File: src/rtl/eeboot_pkg.sv
package eeboot_pkg;

  typedef struct packed {
    logic [7:0]  addr;
    logic [15:0] data;
  } cw_entry_t;

  typedef enum logic [2:0] {
    PH_VID, PH_PID, PH_CTRL, PH_PADDR, PH_PDATA
  } phase_e;

  localparam int TBL_LEN = 7;

  // Built-in codec defaults, indexed in write order.
  function automatic cw_entry_t dflt_entry(input logic [2:0] idx);
    cw_entry_t e;
    case (idx)
      3'd0:    e = '{addr: 8'h18, data: 16'h0808};
      3'd1:    e = '{addr: 8'h10, data: 16'h8808};
      3'd2:    e = '{addr: 8'h0E, data: 16'h0008};
      3'd3:    e = '{addr: 8'h04, data: 16'h0000};
      3'd4:    e = '{addr: 8'h1A, data: 16'h0000};
      3'd5:    e = '{addr: 8'h1C, data: 16'h0000};
      3'd6:    e = '{addr: 8'h2A, data: 16'h0001};
      default: e = '{addr: 8'h00, data: 16'h0000};
    endcase
    return e;
  endfunction

  // Header acceptance: low byte of control word against the magic value.
  function automatic logic header_ok(input logic [15:0] ctrl, input logic [7:0] magic);
    return ctrl[7:0] == magic;
  endfunction

endpackage

File: src/rtl/eeboot_mw_reader.sv
module eeboot_mw_reader #(
  parameter int HALF_CLKS = 500,
  parameter int ADDR_BITS = 6,
  parameter int WORD_BITS = 16
) (
  input  logic                 clk,
  input  logic                 rst_n,
  input  logic                 start,
  input  logic [ADDR_BITS-1:0] addr,
  output logic                 busy,
  output logic                 done,
  output logic [WORD_BITS-1:0] word,
  output logic                 cs,
  output logic                 sk,
  output logic                 di,
  input  logic                 do_in
);
  localparam int CMD_BITS = 3 + ADDR_BITS;
  localparam int TOTAL    = CMD_BITS + 1 + WORD_BITS;
  localparam int PW       = $clog2(HALF_CLKS + 1);
  localparam int KW       = $clog2(TOTAL + 1);

  typedef enum logic [1:0] {R_IDLE, R_RUN, R_GAP} rstate_e;

  rstate_e              st;
  logic [PW-1:0]        ph;
  logic [KW-1:0]        k;
  logic [ADDR_BITS-1:0] addr_q;
  logic [WORD_BITS-1:0] sh;

  // Level on the data line for serial clock pulse n (1-based).
  function automatic logic cmd_bit(input int n, input logic [ADDR_BITS-1:0] a);
    logic [CMD_BITS-1:0] c;
    c = {3'b110, a};
    if (n >= 1 && n <= CMD_BITS) return c[CMD_BITS-n];
    return 1'b0;
  endfunction

  wire phase_end = (ph == PW'(HALF_CLKS - 1));
  wire data_bit  = (int'(k) > CMD_BITS + 1);
  wire last_bit  = (k == KW'(TOTAL));

  assign busy = (st != R_IDLE);

  always_ff @(posedge clk or negedge rst_n) begin
    if (!rst_n) begin
      st <= R_IDLE; cs <= 1'b0; sk <= 1'b0; di <= 1'b0;
      ph <= '0; k <= '0; addr_q <= '0; sh <= '0;
      done <= 1'b0; word <= '0;
    end else begin
      done <= 1'b0;
      unique case (st)
        R_IDLE: if (start) begin
          cs <= 1'b1; sk <= 1'b0; k <= KW'(1); ph <= '0;
          addr_q <= addr; di <= cmd_bit(1, addr); st <= R_RUN;
        end
        R_RUN: if (phase_end) begin
          ph <= '0;
          if (!sk) begin
            sk <= 1'b1;
            if (data_bit) sh <= {sh[WORD_BITS-2:0], do_in};
          end else begin
            sk <= 1'b0;
            if (last_bit) begin
              cs <= 1'b0; di <= 1'b0; st <= R_GAP;
            end else begin
              k  <= k + KW'(1);
              di <= cmd_bit(int'(k) + 1, addr_q);
            end
          end
        end else ph <= ph + PW'(1);
        R_GAP: if (phase_end) begin
          ph <= '0; done <= 1'b1; word <= sh; st <= R_IDLE;
        end else ph <= ph + PW'(1);
        default: st <= R_IDLE;
      endcase
    end
  end

  // Checker state: observed rising edges per frame and high-phase length.
  logic          sk_d;
  logic [KW-1:0] rise_cnt;
  logic [PW:0]   hi_cnt;
  always_ff @(posedge clk or negedge rst_n) begin
    if (!rst_n) begin
      sk_d <= 1'b0; rise_cnt <= '0; hi_cnt <= '0;
    end else begin
      sk_d     <= sk;
      rise_cnt <= !cs ? '0 : ((sk && !sk_d) ? rise_cnt + KW'(1) : rise_cnt);
      hi_cnt   <= sk ? hi_cnt + (PW+1)'(1) : '0;
    end
  end

  p_sk_in_frame_r2: assert property (@(posedge clk) disable iff (!rst_n)
    sk |-> cs);
  p_sk_high_width_r2: assert property (@(posedge clk) disable iff (!rst_n)
    $fell(sk) |-> hi_cnt == (PW+1)'(HALF_CLKS));
  p_frame_edges_r3: assert property (@(posedge clk) disable iff (!rst_n)
    $fell(cs) |-> rise_cnt == KW'(TOTAL));
endmodule

File: src/rtl/eeboot_cw_port.sv
module eeboot_cw_port (
  input  logic        clk,
  input  logic        rst_n,
  input  logic        load,
  input  logic [7:0]  addr_in,
  input  logic [15:0] data_in,
  output logic        valid,
  output logic [7:0]  addr,
  output logic [15:0] data,
  input  logic        ready,
  output logic        fire
);
  assign fire = valid && ready;

  always_ff @(posedge clk or negedge rst_n) begin
    if (!rst_n) begin
      valid <= 1'b0; addr <= '0; data <= '0;
    end else if (load) begin
      valid <= 1'b1; addr <= addr_in; data <= data_in;
    end else if (fire) begin
      valid <= 1'b0;
    end
  end

  p_hold_r11: assert property (@(posedge clk) disable iff (!rst_n)
    (valid && !ready) |=> (valid && $stable(addr) && $stable(data)));
  p_no_overwrite_r11: assert property (@(posedge clk) disable iff (!rst_n)
    load |-> !valid);
endmodule

File: src/rtl/eeboot_loader.sv
module eeboot_loader
  import eeboot_pkg::*;
#(
  parameter int          HALF_CLKS = 500,
  parameter int          ADDR_BITS = 6,
  parameter logic [7:0]  MAGIC     = 8'hAB,
  parameter logic [15:0] DEF_VID   = 16'h0ACE,
  parameter logic [15:0] DEF_PID   = 16'h0B01
) (
  input  logic        clk,
  input  logic        rst_n,
  output logic        ee_cs,
  output logic        ee_sk,
  output logic        ee_di,
  input  logic        ee_do,
  input  logic        rom_strap,
  output logic [15:0] vendor_id,
  output logic [15:0] product_id,
  output logic        ee_present,
  output logic        rom_opt,
  output logic        vol_sel,
  output logic        cw_valid,
  output logic [7:0]  cw_addr,
  output logic [15:0] cw_data,
  input  logic        cw_ready,
  output logic        boot_done
);
  localparam int IW = $clog2(TBL_LEN);

  typedef enum logic [2:0] {S_START, S_READ, S_DECIDE, S_WR, S_WRWAIT, S_DONE} state_e;

  state_e               st;
  phase_e               ph;
  logic [ADDR_BITS-1:0] rd_addr;
  logic [15:0]          vid_raw, pid_raw, ctrl_raw, pend_data;
  logic [7:0]           pend_addr;
  logic                 use_tbl;
  logic [IW-1:0]        tbl_idx;
  logic [3:0]           remain;

  // Named internal events.
  logic        rd_busy, rd_done, cw_fire;
  logic [15:0] rd_word;
  wire         rd_start  = (st == S_START);
  wire         wr_load   = (st == S_WR);
  wire         magic_hit = header_ok(ctrl_raw, MAGIC);
  wire [3:0]   regcnt    = ctrl_raw[11:8];
  cw_entry_t   tbl_entry;
  assign tbl_entry = dflt_entry(3'(tbl_idx));
  wire [7:0]   wr_addr   = use_tbl ? tbl_entry.addr : pend_addr;
  wire [15:0]  wr_data   = use_tbl ? tbl_entry.data : pend_data;

  eeboot_mw_reader #(.HALF_CLKS(HALF_CLKS), .ADDR_BITS(ADDR_BITS), .WORD_BITS(16)) u_rd (
    .clk(clk), .rst_n(rst_n), .start(rd_start), .addr(rd_addr),
    .busy(rd_busy), .done(rd_done), .word(rd_word),
    .cs(ee_cs), .sk(ee_sk), .di(ee_di), .do_in(ee_do)
  );

  eeboot_cw_port u_cw (
    .clk(clk), .rst_n(rst_n), .load(wr_load), .addr_in(wr_addr), .data_in(wr_data),
    .valid(cw_valid), .addr(cw_addr), .data(cw_data), .ready(cw_ready), .fire(cw_fire)
  );

  assign rom_opt = ee_present ? product_id[1] : rom_strap;

  always_ff @(posedge clk or negedge rst_n) begin
    if (!rst_n) begin
      st <= S_START; ph <= PH_VID; rd_addr <= '0;
      vid_raw <= '0; pid_raw <= '0; ctrl_raw <= '0;
      pend_addr <= '0; pend_data <= '0;
      use_tbl <= 1'b0; tbl_idx <= '0; remain <= '0;
      vendor_id <= DEF_VID; product_id <= DEF_PID;
      ee_present <= 1'b0; vol_sel <= 1'b0; boot_done <= 1'b0;
    end else begin
      unique case (st)
        S_START: st <= S_READ;
        S_READ: if (rd_done) begin
          unique case (ph)
            PH_VID:   begin vid_raw <= rd_word; ph <= PH_PID;  rd_addr <= rd_addr + 1'b1; st <= S_START; end
            PH_PID:   begin pid_raw <= rd_word; ph <= PH_CTRL; rd_addr <= rd_addr + 1'b1; st <= S_START; end
            PH_CTRL:  begin ctrl_raw <= rd_word; st <= S_DECIDE; end
            PH_PADDR: begin pend_addr <= rd_word[15:8]; ph <= PH_PDATA; rd_addr <= rd_addr + 1'b1; st <= S_START; end
            PH_PDATA: begin pend_data <= rd_word; st <= S_WR; end
            default:  st <= S_DONE;
          endcase
        end
        S_DECIDE: begin
          tbl_idx <= '0;
          if (magic_hit) begin
            ee_present <= 1'b1;
            vendor_id  <= vid_raw;
            product_id <= pid_raw;
            vol_sel    <= ctrl_raw[12];
            if (ctrl_raw[13]) begin
              use_tbl <= 1'b1; st <= S_WR;
            end else if (regcnt != 4'd0) begin
              use_tbl <= 1'b0; remain <= regcnt; ph <= PH_PADDR;
              rd_addr <= rd_addr + 1'b1; st <= S_START;
            end else begin
              st <= S_DONE;
            end
          end else begin
            use_tbl <= 1'b1; st <= S_WR;
          end
        end
        S_WR: st <= S_WRWAIT;
        S_WRWAIT: if (cw_fire) begin
          if (use_tbl) begin
            if (tbl_idx == IW'(TBL_LEN - 1)) st <= S_DONE;
            else begin tbl_idx <= tbl_idx + 1'b1; st <= S_WR; end
          end else if (remain == 4'd1) begin
            st <= S_DONE;
          end else begin
            remain <= remain - 4'd1; ph <= PH_PADDR;
            rd_addr <= rd_addr + 1'b1; st <= S_START;
          end
        end
        S_DONE: boot_done <= 1'b1;
        default: st <= S_DONE;
      endcase
    end
  end

  p_quiet_after_done_r12: assert property (@(posedge clk) disable iff (!rst_n)
    boot_done |-> (!ee_cs && !cw_valid && !rd_busy));
  p_done_sticky_r12: assert property (@(posedge clk) disable iff (!rst_n)
    boot_done |=> boot_done);
  p_ids_frozen_r4: assert property (@(posedge clk) disable iff (!rst_n)
    boot_done |=> ($stable(vendor_id) && $stable(product_id) && $stable(ee_present)));
  p_absent_defaults_r5: assert property (@(posedge clk) disable iff (!rst_n)
    (boot_done && !ee_present) |-> (vendor_id == DEF_VID && product_id == DEF_PID && !vol_sel));
endmodule

File: config.mk
export PLATFORM = sky130hd
export DESIGN_NAME = eeboot_loader
export DESIGN_NICKNAME = d
export VERILOG_FILES = /design/src/rtl/eeboot_pkg.sv /design/src/rtl/eeboot_mw_reader.sv /design/src/rtl/eeboot_cw_port.sv /design/src/rtl/eeboot_loader.sv
export SDC_FILE = /design/constraint.sdc
export NUM_CORES = 1
export LEC_CHECK = 0
export ABC_AREA = 1
export BUFFER_PORTS_ARGS = -buffer_cell sky130_fd_sc_hd__buf_2
export CORE_ASPECT_RATIO = 0.75
export CORE_UTILIZATION = 54
export DETAILED_ROUTE_END_ITERATION = 8
export PLACE_DENSITY = 0.74
export SYNTH_ARGS = -nofsm -noshare
export SYNTH_HDL_FRONTEND = slang
export SYNTH_SLANG_ARGS = --single-unit
File: constraint.sdc
create_clock -name clk -period 1.8 [get_ports clk]
set_input_delay 0 -clock clk [delete_from_list [all_inputs] [get_ports clk]]
set_output_delay 0 -clock clk [all_outputs]
set_load 0.01 [all_outputs]
Word-level counts from Yosys, hierarchy flattened. Cells that the tools add are included.

Register bits: 208. Bits of input ports: 5. Output and inout port bits: 64. Logic and storage cells: 206.

$add $sub $neg: 7. Magnitude comparators: 4. Equality and inequality tests: 39. Multiplexer cells: 90. Bitwise operators: 2. Reduce and logical (&&, ||, !) cells: 35.

Operator list (number): $pmux 22 s7 (1); $mux 3 (18); $mux 6 (8); $ge 32x2->1 const B (1); $le 32x5->1 const B (1); $lt 32x6->1 const B (1); $sub 5x32->32 const A (1); $mux 1 (30); $pmux 3 s3 (3); $mux 4 (6); $ne 2x2->1 const B (11); $reduce_and 3->1 (7); $mux 5 (4); $eq 3x2->1 const B (6); $eq 3x3->1 const B (6); $mux 9 (2); $pmux 3 s6 (1); $pmux 6 s3 (1); $pmux 9 s2 (1); $reduce_and 9->1 (2); $mux 16 (1); $reduce_and 5->1 (3); $reduce_and 4->1 (3); $mux 2 (5); other kinds (35) (54).

Logic depth before layout (Yosys ltp). Gate-level depths: netlist of run 1.

Depth in word-level cells: 13. Mapped depth: 14. Depth with buffers taken out: 13.

Hierarchy. Synthesis of run 1 repeated with hierarchy kept, for this count alone.

Cell total of the unflattened synthesis: 1122. Area, all modules: 9421.5 µm².

Modules (own cells, without submodules): eeboot_loader (instances 1, cells an instance 685, area each 5622.9 µm², seq. area each 3141.8 µm²); eeboot_mw_reader (instances 1, cells an instance 329, area each 2785.2 µm², seq. area each 1451.4 µm²); eeboot_cw_port (instances 1, cells an instance 108, area each 1013.5 µm², seq. area each 625.6 µm²).

Least setup slack after synthesis of run 1. No wires, ideal clock.

Path kind: register to register. From: reg u_rd.k[0]. To: reg u_rd.di. Library setup time: 0.116 ns. Arrival time: 1.794 ns. Setup slack: -0.110 ns. Cell stages (with the launch flop): 14. Buffers on the path: 1. Clock period less this slack: 1.910 ns. Cell sequence: dfrtp_1 clkbuf_1 inv_1 ha_1 inv_1 ha_1 inv_1 nand2_1 nand2_1 nand2_1 nand2_1 nor2_1 nor2_1 nor2_1.

Word-level cells in the longest chain between the ends: 13. Elaborated cells between the ends (all ways): 20. Those cells by class: 2 x add/sub; 2 x order compare; 1 x eq/ne; 14 x mux; 1 x reduce/logical.

RTL lines: from (decl) (RTL line eeboot_mw_reader.sv:27) `logic [KW-1:0] k;`; from (signal assigned) (RTL line eeboot_mw_reader.sv:67) `k <= k + KW'(1);`; parallel branches: the longest is 9 deep, another holds $sub 5x32->32; $mux 1 (*) (RTL line eeboot_mw_reader.sv:64) `if (last_bit) begin`; $mux 1 (*) (RTL line eeboot_mw_reader.sv:59) `if (!sk) begin`; $mux 1 (*) (RTL line eeboot_mw_reader.sv:57) `R_RUN: if (phase_end) begin`; $pmux 1 s2 (*) (RTL line eeboot_mw_reader.sv:52) `unique case (st)`; to (signal assigned) (RTL line eeboot_mw_reader.sv:68) `di <= cmd_bit(int'(k) + 1, addr_q);`; to (decl) (RTL line eeboot_mw_reader.sv:15) `output logic di,`.

Every way passes the cells marked *. The select of a mux whose other input is x is not followed. A chain may end at the register's enable or synchronous reset.

Worst setup path in the final report of run 1.
From: reg u_rd.k[0]. To: reg u_rd.sh[9].

Word-level cells in the longest chain between the ends: 2.

RTL lines: $gt 5x4->1 (RTL line eeboot_mw_reader.sv:40) `wire data_bit = (int'(k) > CMD_BITS + 1);`; $reduce_and 4->1 (no source line); to (signal assigned) (RTL line eeboot_mw_reader.sv:61) `if (data_bit) sh <= {sh[WORD_BITS-2:0], do_in};`; to (decl) (RTL line eeboot_mw_reader.sv:29) `logic [WORD_BITS-1:0] sh;`.

No other way between the ends.

==> impl_metrics.csv, run 1 <==
group,metric,value,unit
cells_and_area,final_nets,1075,
cts,cts_sinks,208,
power,powerDensity,888,nW/µm²
cts,cts_buffer_depth,3,
placement,hpwlAfterDp,13100,µm
synthesis,synth_area,9010,µm²
power,p_leak,0.00532,µW
cells_and_area,n_fill_cell,1267,
synthesis,synth_top_area_share,54.7,%
placement,gp_congestion,0.894,
floorplan,rows,40,
floorplan,die_h,114,µm
synthesis,yosys.area.top_type,"dfrtp_1",
global_routing,antenna_found_initial,0,
worst_setup_path,worstReg2RegStart,"u_rd.k[0]$_DFFE_PN0P_",
synthesis,synth.distinct_cells,43,
detailed_routing,routed_wl,19500,µm
sta,period_needed,1.69,ns
synthesis,ys.flop_type,"dfrtp_1",
sta,max_slew_margin,65.5,%
job,cap_viol_max_count,0,
synthesis,yosysMostFrequentCell,"nand2_1",
detailed_routing,vias,6758,
floorplan,start_util,55.7,%
synthesis,synth_fp_nets,976,
cells_and_area,antenna_cells,0,
cells_and_area,multi_input_area,3410,µm²
synthesis,ys.warnings.count,0,
status,status,"finished, final reports clean",
cts,cts_tree,"done",
cts,clkTransAtPathRegs,0.06,ns
power,max-vdd-ir-drop,0.726,mV
worst_setup_path,worstPathArrival,2.09,ns
sta,finalHoldViolCount,0,
placement,post-place-ws,-0.0458,ns
floorplan,die-area,17200,µm²
detailed_routing,drtPass1Iterations,5,
synthesis,avgSynthCellArea,9.43,µm²
synthesis,ys_top_cells_by_area,"dfrtp_1 55%, nand2_1 11%, o21ai_0 5.3%, mux2_1 3.6%, inv_1 3.6%",
global_routing,grt_max_degree,60,
cts,root_buffer,"clkbuf_16",
floorplan,die_w,151,µm
cells_and_area,area_delta_synth_final,19.3,%
worst_setup_path,startpoint,"u_rd.k[0]$_DFFE_PN0P_",
cts,cts_max_level,1,
global_routing,grt_first_pass_wirelength,31900,µm
cts,clock_latency,0.49,ns
synthesis,async_reset_ff_share,100,%
global_routing,grt_pass1_vias,6391,
floorplan,num_io_pins,69,
worst_setup_path,crit_type,"register to register",
cells_and_area,utilization,66.4,%
worst_setup_path,startpoint_type,"register",
global_routing,grt-ovfl-total,0,
placement,port_buffers,68,
synthesis,synth_seq_cells,208,
detailed_routing,drt-initial-drc-count,465,
floorplan,coreArea,16200,µm²
cells_and_area,final_layout_size_suffix_gt1_share,20.5,%
worst_setup_path,crit_path_end_kind,"register",
sta,fin_worst_skew,0.0120,ns
sta,slew_viol_final,0,
worst_setup_path,cp.required,2.20,ns
sta,setup_viol,0,
sta,worst_slack,0.110,ns
sta,hold_ws,0.0493,ns
sta,fmax,592,MHz
sta,worst-slew-pin-transition,0.515,ns
cells_and_area,layout.area.seq,5220,µm²
synthesis,yosysSeqAreaShare,57.9,%
detailed_routing,drt-wirelength-per-cell,15.2,µm
detailed_routing,viasPerCell,5.29,
detailed_routing,ant_nets,0,
cts,numCtsBuffers,21,
synthesis,synth_edf_count,0,
min_path,hold_path.class,"input pin to async pin",
detailed_routing,drc_errors,0,
global_routing,grt_usage,23.5,%
synthesis,synthTopCellsByCount,"257 x nand2_1, 197 x dfrtp_1, 96 x o21ai_0",
synthesis,postSynthCellCount,955,
sta,fin_crit_sh,93.9,%
worst_setup_path,worstPathMaxFanout,32,
## cells in the final DEF (no fill, tap or decap), types with 12 or more instances in the layout
master	n
nand2_1	250
dfrtp_1	193
o21ai_0	95
inv_1	83
buf_2	67
nor2_1	45
nand3_1	41
o21ai_1	34
buf_4	32
mux2_1	29
clkbuf_16	21
a21oi_1	19
ha_1	12
## worst max-delay path, cell delays in order (launching register included)
cell	delay [ns]
dfrtp_2	0.41
inv_2	0.07
buf_4	0.15
ha_1	0.20
o21ai_0	0.16
a21oi_1	0.11
nor2_2	0.16
buf_12	0.18
nand2_1	0.07
o21ai_0	0.08
## area by class of cell
| class | instances | share of cell area, % |
|---|---|---|
| sequential | 208 | 48.6 |
| multi-input combinational | 619 | 31.7 |
| tap | 210 | 2.45 |
| timing repair buffer | 109 | 6.88 |
| inverter | 95 | 3.32 |
| clock inverter | 8 | 1.60 |
| clock buffer | 28 | 5.42 |
## sequential cells by signal, summed over array words and instances, names as in the netlist, 4 cells and up
name	cells
ctrl_raw	14
remain	4
pid_raw	16
u_cw.data	16
pend_data	16
u_rd.word	16
u_cw.addr	8
vendor_id	16
u_rd.sh	16
u_rd.ph	9
u_rd.addr_q	6
product_id	16
pend_addr	8
u_rd.k	5
vid_raw	16
rd_addr	6
## power by group
part               switching [µW]  total (µW)  internal, µW
Sequential     0.0000000000000767        4680          4680
Combinational                94.0         120          26.1
Clock                        1760        4740          2980
## per-stage QoR
step / cell area (µm²) / TNS (ns) / total power, µW / cells
5_1_grt: 10700 / -0.0237 / 9830 / 1277
2_1_floorplan: 9010 / 0 / 4760 / 955
4_1_cts: 10600 / 0 / 9620 / 1269
6_report: 10700 / 0 / 9540 / 1277
3_5_place_dp: 9770 / -0.229 / 4880 / 1230
3_3_place_gp: 9770 / 0 / 4880 / 1230
## layer usage
| metal | part of all wire [%] | GRT usage [%] | routed length, µm | vias to the layer above |
|---|---|---|---|---|
| li1 | - | - | - | 3303 |
| met1 | 49 | 36.3 | 9530 | 3266 |
| met2 | 45 | 35.4 | 8740 | 170 |
| met3 | 4.9 | 3.76 | 960 | 19 |
| met4 | 1.2 | 4.73 | 231 | 0 |
| met5 | 0 | 0 | 0 | - |
## cells by family (layout without fill, tap and decap cells)
kind of cell               count (synthesis)  after routing  synth area share [%]
buffers and inverters                    129            240                  5.75
muxes                                     37             37                  4.63
xor gates and xnor gates                  10             10                 0.972
adders and majority gates                 16             16                  2.22
DFF                                      208            208                  57.9
and+or+nand+nor                          378            379                  17.7
AOI/OAI and AO/OA                        177            177                  10.8
## repair_timing
item	in CTS	in global routing
endpoints found under the setup margin	9	48
hold buffers	3	0
endpoints found under the hold margin	203	0
gates resized for setup	1	32
pin swaps	0	6
setup buffers	0	7
cloned	0	1
## path summary, 6_finish.rpt
check,end,slack (ns),cells past startpoint
hold / removal,rd_addr[2]$_DFFE_PN0P_,0.05,2
hold reg to reg,boot_done$_DFFE_PN0N_,0.46,2
min in group clk,u_cw.valid$_DFFE_PN0P_,0.25,3
setup reg to reg,u_rd.sh[9]$_DFFE_PN0P_,0.11,9
setup / recovery,u_rd.sh[9]$_DFFE_PN0P_,0.11,9
max in group asynchronous,product_id[9]$_DFFE_PN1P_,1.07,3
No activity file was read; power rests on OpenSTA's default activity.
==> inputs of run 2 (changes only) <==
BUFFER_PORTS_ARGS = -buffer_cell sky130_fd_sc_hd__buf_4   (was -buffer_cell sky130_fd_sc_hd__buf_2)
clock period = 1.54 ns   (was 1.8 ns; I/O delays follow)
==> impl_metrics.csv, run 2 (synthesis results as in run 1) <==
group,metric,value,unit
cells_and_area,final_cell_mix,"195 x nand2_1, 190 x dfrtp_1, 131 x buf_4",
detailed_routing,drtPass1Iterations,6,
cts,cts_tree,"done",
placement,port_buffers,68,
status,violations,"setup timing",
worst_setup_path,crit_path_end_kind,"register",
global_routing,grt-ovfl-total,0,
min_path,hold_path.class,"input pin to async pin",
cells_and_area,layout.area.seq,5230,µm²
floorplan,die_w,151,µm
cells_and_area,antenna_cells,0,
placement,hpwlAfterDp,13300,µm
sta,finalHoldViolCount,0,
cells_and_area,final_layout_size_suffix_gt1_share,37.6,%
worst_setup_path,r2r_end,"u_rd.ph[5]$_DFFE_PN0P_",
sta,fin_worst_skew,0.0123,ns
worst_setup_path,cp.required,1.97,ns
worst_setup_path,crit_chain,"nor3_2 > buf_4 > nand2_4 > o21ai_4 > inv_4 > nor3_4 > nand2_1 > nand2_1 > nand2_1 > inv_1",
sta,period_needed,1.79,ns
power,pwr-share-seq,50.7,%
worst_setup_path,worstPathArrival,2.22,ns
worst_setup_path,worstReg2RegStart,"st[0]$_DFFE_PN0P_",
sta,worst_slack,-0.250,ns
worst_setup_path,slowest_stage,"dfrtp_2",
job,cap_viol_max_count,0,
worst_setup_path,r2r_slack,-0.25,ns
cts,clock_latency,0.50,ns
worst_setup_path,worstPathMaxFanout,5,
sta,worst-slew-pin-transition,0.443,ns
cts,cts_sinks,208,
power,powerDensity,872,nW/µm²
power,p_switching,2230,µW
detailed_routing,drc_errors,0,
power,swShare,20.7,%
global_routing,antenna_found_initial,0,
floorplan,coreArea,16200,µm²
sta,fmax,559,MHz
cts,root_buffer,"clkbuf_16",
global_routing,grt_usage,24.7,%
cells_and_area,fin_area,12400,µm²
cts,cts_buffer_depth,3,
floorplan,die_h,114,µm
cells_and_area,final_common_cell,"nand2_1",
sta,max_slew_margin,70.5,%
sta,fin_crit_sh,116,%
power,power_frac_clock,47.9,%
global_routing,grt_pass1_vias,6823,
placement,post-place-ws,-0.188,ns
cells_and_area,multi_input_area,4050,µm²
worst_setup_path,r2r_cells,10,
floorplan,start_util,55.7,%
worst_setup_path,startpoint_type,"register",
status,status,"complete, but fails checks",
floorplan,die-area,17200,µm²
cells_and_area,n_fill_cell,934,
detailed_routing,drt-initial-drc-count,718,
global_routing,grt_first_pass_wirelength,33700,µm
detailed_routing,ant_nets,0,
floorplan,num_io_pins,69,
floorplan,rows,40,
worst_setup_path,cpPeakStageDelay,0.47,ns
power,p_leak,0.00610,µW
detailed_routing,viasPerCell,5.72,
placement,gp_congestion,0.852,
power,max-vdd-ir-drop,0.865,mV
worst_setup_path,crit_type,"register to register",
power,pwr-share-comb,1.4,%
global_routing,grt_max_degree,51,
worst_setup_path,path_common_cell,"nand2_1",
cells_and_area,final_nets,1142,
sta,setup_viol,113,
detailed_routing,vias,7688,
sta,rsz0062_at_grt,"yes",
cts,clkTransAtPathRegs,0.06,ns
cells_and_area,area_delta_synth_final,37.3,%
cts,cts_max_level,1,
detailed_routing,drt-wirelength-per-cell,19.4,µm
sta,finalSetupTns,-12.13,ns
detailed_routing,routed_wl,26100,µm
placement,postPlaceCellArea,10400,µm²
power,p_int,8550,µW
sta,slew_viol_final,0,
cts,numCtsBuffers,21,
==> run 2: per-stage QoR <==
| step | power (µW) | hold WS, ns | utilization, % | instances |
|---|---|---|---|---|
| 2_1_floorplan | 5570 | -0.296 | - | 955 |
| 3_3_place_gp | 5720 | -0.0107 | 64.1 | 1265 |
| 3_5_place_dp | 5720 | -0.00687 | 64.1 | 1265 |
| 4_1_cts | 10800 | 0.0428 | 69.9 | 1311 |
| 5_1_grt | 11100 | 0.0860 | 76.5 | 1345 |
| 6_report | 10800 | 0.0427 | 76.5 | 1345 |
==> run 2: how the worst max path moves through the flow <==
stage                          startpoint                      to  slack [ns]  depth (start not counted)
global route            st[0]$_DFFE_PN0P_  u_rd.ph[5]$_DFFE_PN0P_       -0.36                         10
floorplan           u_rd.k[0]$_DFFE_PN0P_     u_rd.di$_DFFE_PN0P_       -0.02                         12
CTS                 u_rd.k[0]$_DFFE_PN0P_     u_rd.di$_DFFE_PN0P_       -0.10                         12
global placement    u_rd.k[0]$_DFFE_PN0P_     u_rd.di$_DFFE_PN0P_       -0.08                         13
detailed placement  u_rd.k[0]$_DFFE_PN0P_     u_rd.di$_DFFE_PN0P_       -0.19                         13
finish                  st[0]$_DFFE_PN0P_  u_rd.ph[5]$_DFFE_PN0P_       -0.25                         10
==> run 2: timing repair <==
item / in CTS / in global routing
hold buffers: 3 / 0
resized for setup: 48 / 227
hold endpoints to repair: 201 / 0
setup buffers: 5 / 26
pin swaps: 6 / 43
endpoints found under the setup margin: 75 / 161
gates cloned: 1 / 12
==> run 2: power groups by stage <==
stage                     clock, µW  combinational, µW  sequential, µW
final                          5160                153            5460
after global placement            0                151            5570
after global routing           5450                176            5460
after CTS                      5200                158            5460
after floorplan                   0               1.89            5570
after detailed placement          0                152            5570
==> run 2: metal layers <==
metal	global-route usage, %	wire [µm]
met1	37.1	10800
met4	4.00	801
met2	39.1	12400
met5	0	0
met3	3.28	2020
==> run 2: final cells by class <==
| cell class | instances | share of cell area [%] |
|---|---|---|
| inverter | 95 | 3.03 |
| clock inverter | 6 | 0.668 |
| tap | 210 | 2.12 |
| sequential | 208 | 42.3 |
| multi-input combinational | 618 | 32.7 |
| clock buffer | 31 | 4.88 |
| timing repair buffer | 177 | 14.3 |
==> run 2: critical path, delay by kind of cell (launching register included) <==
family,cells,cell delay (ns)
AND/OR/NAND/NOR,6,0.80
flip-flops,1,0.47
buffers and inverters,3,0.34
AO/OA/AOI/OAI,1,0.11
==> inputs of run 3 (changes only) <==
ABC_AREA = 0   (was 1)
SKIP_CTS_REPAIR_TIMING = 1   (was not set)
TNS_END_PERCENT = 50   (was not set)
==> impl_metrics.csv, run 3 <==
group,metric,value,unit
status,status,"complete, but fails checks",
status,violations,"setup timing",
sta,worst_slack,-0.535,ns
detailed_routing,vias,6565,
cts,numCtsBuffers,21,
synthesis,synth.distinct_cells,64,
sta,finalSetupTns,-53.40,ns
cells_and_area,area_delta_synth_final,38.7,%
worst_setup_path,crit_chain,"or3b_4 > or3_4 > o21a_4 > nor4_4 > buf_12 > mux2_4",
worst_setup_path,worstPathMaxFanout,9,
synthesis,yosys.area.top_type,"dfrtp_1",
placement,hpwlAfterDp,14600,µm
placement,gp_congestion,0.894,
global_routing,grt_max_degree,70,
worst_setup_path,startpoint_type,"register",
synthesis,synthTopCellsByCount,"197 x dfrtp_1, 145 x mux2_2, 68 x nand2_1",
synthesis,synth_top_area_share,54.4,%
power,max-vdd-ir-drop,0.786,mV
cells_and_area,final_layout_size_suffix_gt1_share,51.9,%
detailed_routing,routed_wl,23000,µm
synthesis,yosysSeqAreaShare,57.6,%
floorplan,coreArea,16200,µm²
placement,post-place-ws,-0.581,ns
sta,fin_worst_skew,0.0127,ns
sta,rsz0062_at_grt,"yes",
cells_and_area,utilization,77.5,%
cells_and_area,fin_area,12600,µm²
worst_setup_path,crit_path_end_kind,"register",
synthesis,yosysMostFrequentCell,"dfrtp_1",
worst_setup_path,cpPeakStageDelay,0.41,ns
placement,port_buffers,68,
power,powerDensity,1340,nW/µm²
cts,root_buffer,"clkbuf_16",
floorplan,die-area,17300,µm²
cells_and_area,stdcell_count,1158,
worst_setup_path,slowest_stage,"or3b_4",
min_path,hold_path.class,"input pin to async pin",
placement,postPlaceCellArea,10900,µm²
floorplan,rows,40,
worst_setup_path,worstPathArrival,2.46,ns
floorplan,start_util,55.9,%
global_routing,grt_usage,25.2,%
job,cap_viol_max_count,0,
detailed_routing,ant_nets,0,
synthesis,synth_edf_count,0,
worst_setup_path,crit_type,"register to register",
sta,fin_crit_sh,135,%
sta,max_slew_margin,59.1,%
floorplan,die_h,114,µm
placement,placed_cells,1097,
cts,cts_buffer_depth,3,
cells_and_area,antenna_cells,0,
detailed_routing,drc_errors,0,
synthesis,synth_fp_nets,751,
cts,cts_tree,"done",
floorplan,num_io_pins,69,
sta,finalHoldViolCount,0,
cts,cts_max_level,1,
synthesis,synth_area,9060,µm²
sta,slew_viol_final,0,
detailed_routing,drt-initial-drc-count,371,
sta,fmax,482,MHz
worst_setup_path,r2r_cells,6,
sta,setup_viol,180,
cells_and_area,n_fill_cell,956,
detailed_routing,viasPerCell,5.67,
cts,clock_latency,0.50,ns
power,p_leak,0.00603,µW
sta,worst-slew-pin-transition,0.614,ns
worst_setup_path,cp.required,1.92,ns
cts,clkTransAtPathRegs,0.06,ns
cells_and_area,final_cell_mix,"195 x dfrtp_1, 175 x buf_4, 100 x mux2_2",
synthesis,ys.warnings.count,0,
synthesis,synth_seq_cells,208,
cells_and_area,final_common_cell,"dfrtp_1",
synthesis,avgSynthCellArea,12.4,µm²
detailed_routing,drt-wirelength-per-cell,19.8,µm
synthesis,ys_top_cells_by_area,"dfrtp_1 54%, mux2_2 18%, dfstp_2 3.2%, nand2_1 2.8%, o21ai_0 2.7%",
synthesis,postSynthCellCount,730,
cts,cts_sinks,208,
sta,period_needed,2.07,ns
cells_and_area,final_nets,954,
floorplan,die_w,152,µm
detailed_routing,drtPass1Iterations,5,
global_routing,grt_pass1_vias,6512,
synthesis,ys.flop_type,"dfrtp_1",
global_routing,grt_first_pass_wirelength,33900,µm
synthesis,async_reset_ff_share,100,%
global_routing,grt-ovfl-total,0,
global_routing,antenna_found_initial,0,
-- run 3: changes by cell type after synthesis, sizes merged, moves of 6 or more --
| cell | previous run | this run |
|---|---|---|
| inv | 94 | 20 |
| nand2 | 262 | 68 |
| nor2 | 53 | 20 |
| nand2b | 0 | 7 |
| o21ai | 139 | 50 |
| nand3 | 44 | 11 |
| mux2 | 37 | 145 |
| nor3b | 1 | 7 |
-- run 3: per-layer routing --
metal	track usage [%]	part of all wire, %
met3	3.94	4.4
met2	37.6	46
met4	5.54	2.1
met1	38.7	48
met5	0	0
-- run 3: report_power, final --
group | switching [µW] | internal [µW] | leakage, µW | total, µW
registers | 413 | 5830 | 0.00279 | 6250
logic | 2580 | 2660 | 0.00289 | 5250
clock network | 2120 | 3220 | 0.000356 | 5340
total | 5110 | 11700 | 0.00603 | 16800
-- run 3: cells by family after synthesis --
kind of cell | Yosys count | synth area share, %
muxes | 150 | 18.6
AOI/OAI and AO/OA | 123 | 8.53
xor gates and xnor gates | 14 | 1.35
adders and majority gates | 16 | 2.21
and+or+nand+nor | 163 | 9.39
DFF | 208 | 57.6
buffers and inverters | 56 | 2.35
-- run 3: worst max-delay path: cells and delay by family, from the launching register on --
kind | cells | cell delay, ns
AND/OR/NAND/NOR | 3 | 0.94
flip-flops | 1 | 0.39
multiplexers | 1 | 0.30
buffers and inverters | 1 | 0.19
AO/OA/AOI/OAI | 1 | 0.14
-- run 3: path summary, 6_finish.rpt --
check | endpoint | startpoint | slack [ns]
hold / removal | u_rd.k[1]$_DFFE_PN0P_ | rst_n | 0.07
max in group asynchronous | u_cw.data[1]$_DFFE_PN0P_ | rst_n | 0.79
hold reg to reg | rd_addr[5]$_DFFE_PN0P_ | rd_addr[5]$_DFFE_PN0P_ | 0.46
setup / recovery | pend_addr[6]$_DFFE_PN0P_ | st[1]$_DFFE_PN0P_ | -0.53
setup reg to reg | pend_addr[6]$_DFFE_PN0P_ | st[1]$_DFFE_PN0P_ | -0.53
min in group clk | st[0]$_DFFE_PN0P_ | cw_ready | 0.19
-- run 3: layout make-up --
type / instances / area, µm² / share of cell area, %
clock inverter: 9 / 130 / 1.04
multi-input combinational: 466 / 4340 / 34.5
tap: 210 / 263 / 2.09
timing repair buffer: 216 / 1940 / 15.4
sequential: 208 / 5220 / 41.5
clock buffer: 29 / 596 / 4.74
inverter: 20 / 82.6 / 0.657
-- run 3: per-stage QoR --
step,hold WS [ns],total power (µW)
after floorplan,-0.296,8510
after global placement,0.0396,10300
after detailed placement,0.0496,10400
after CTS,-0.472,15700
after global routing,0.121,17600
final,0.0693,16800
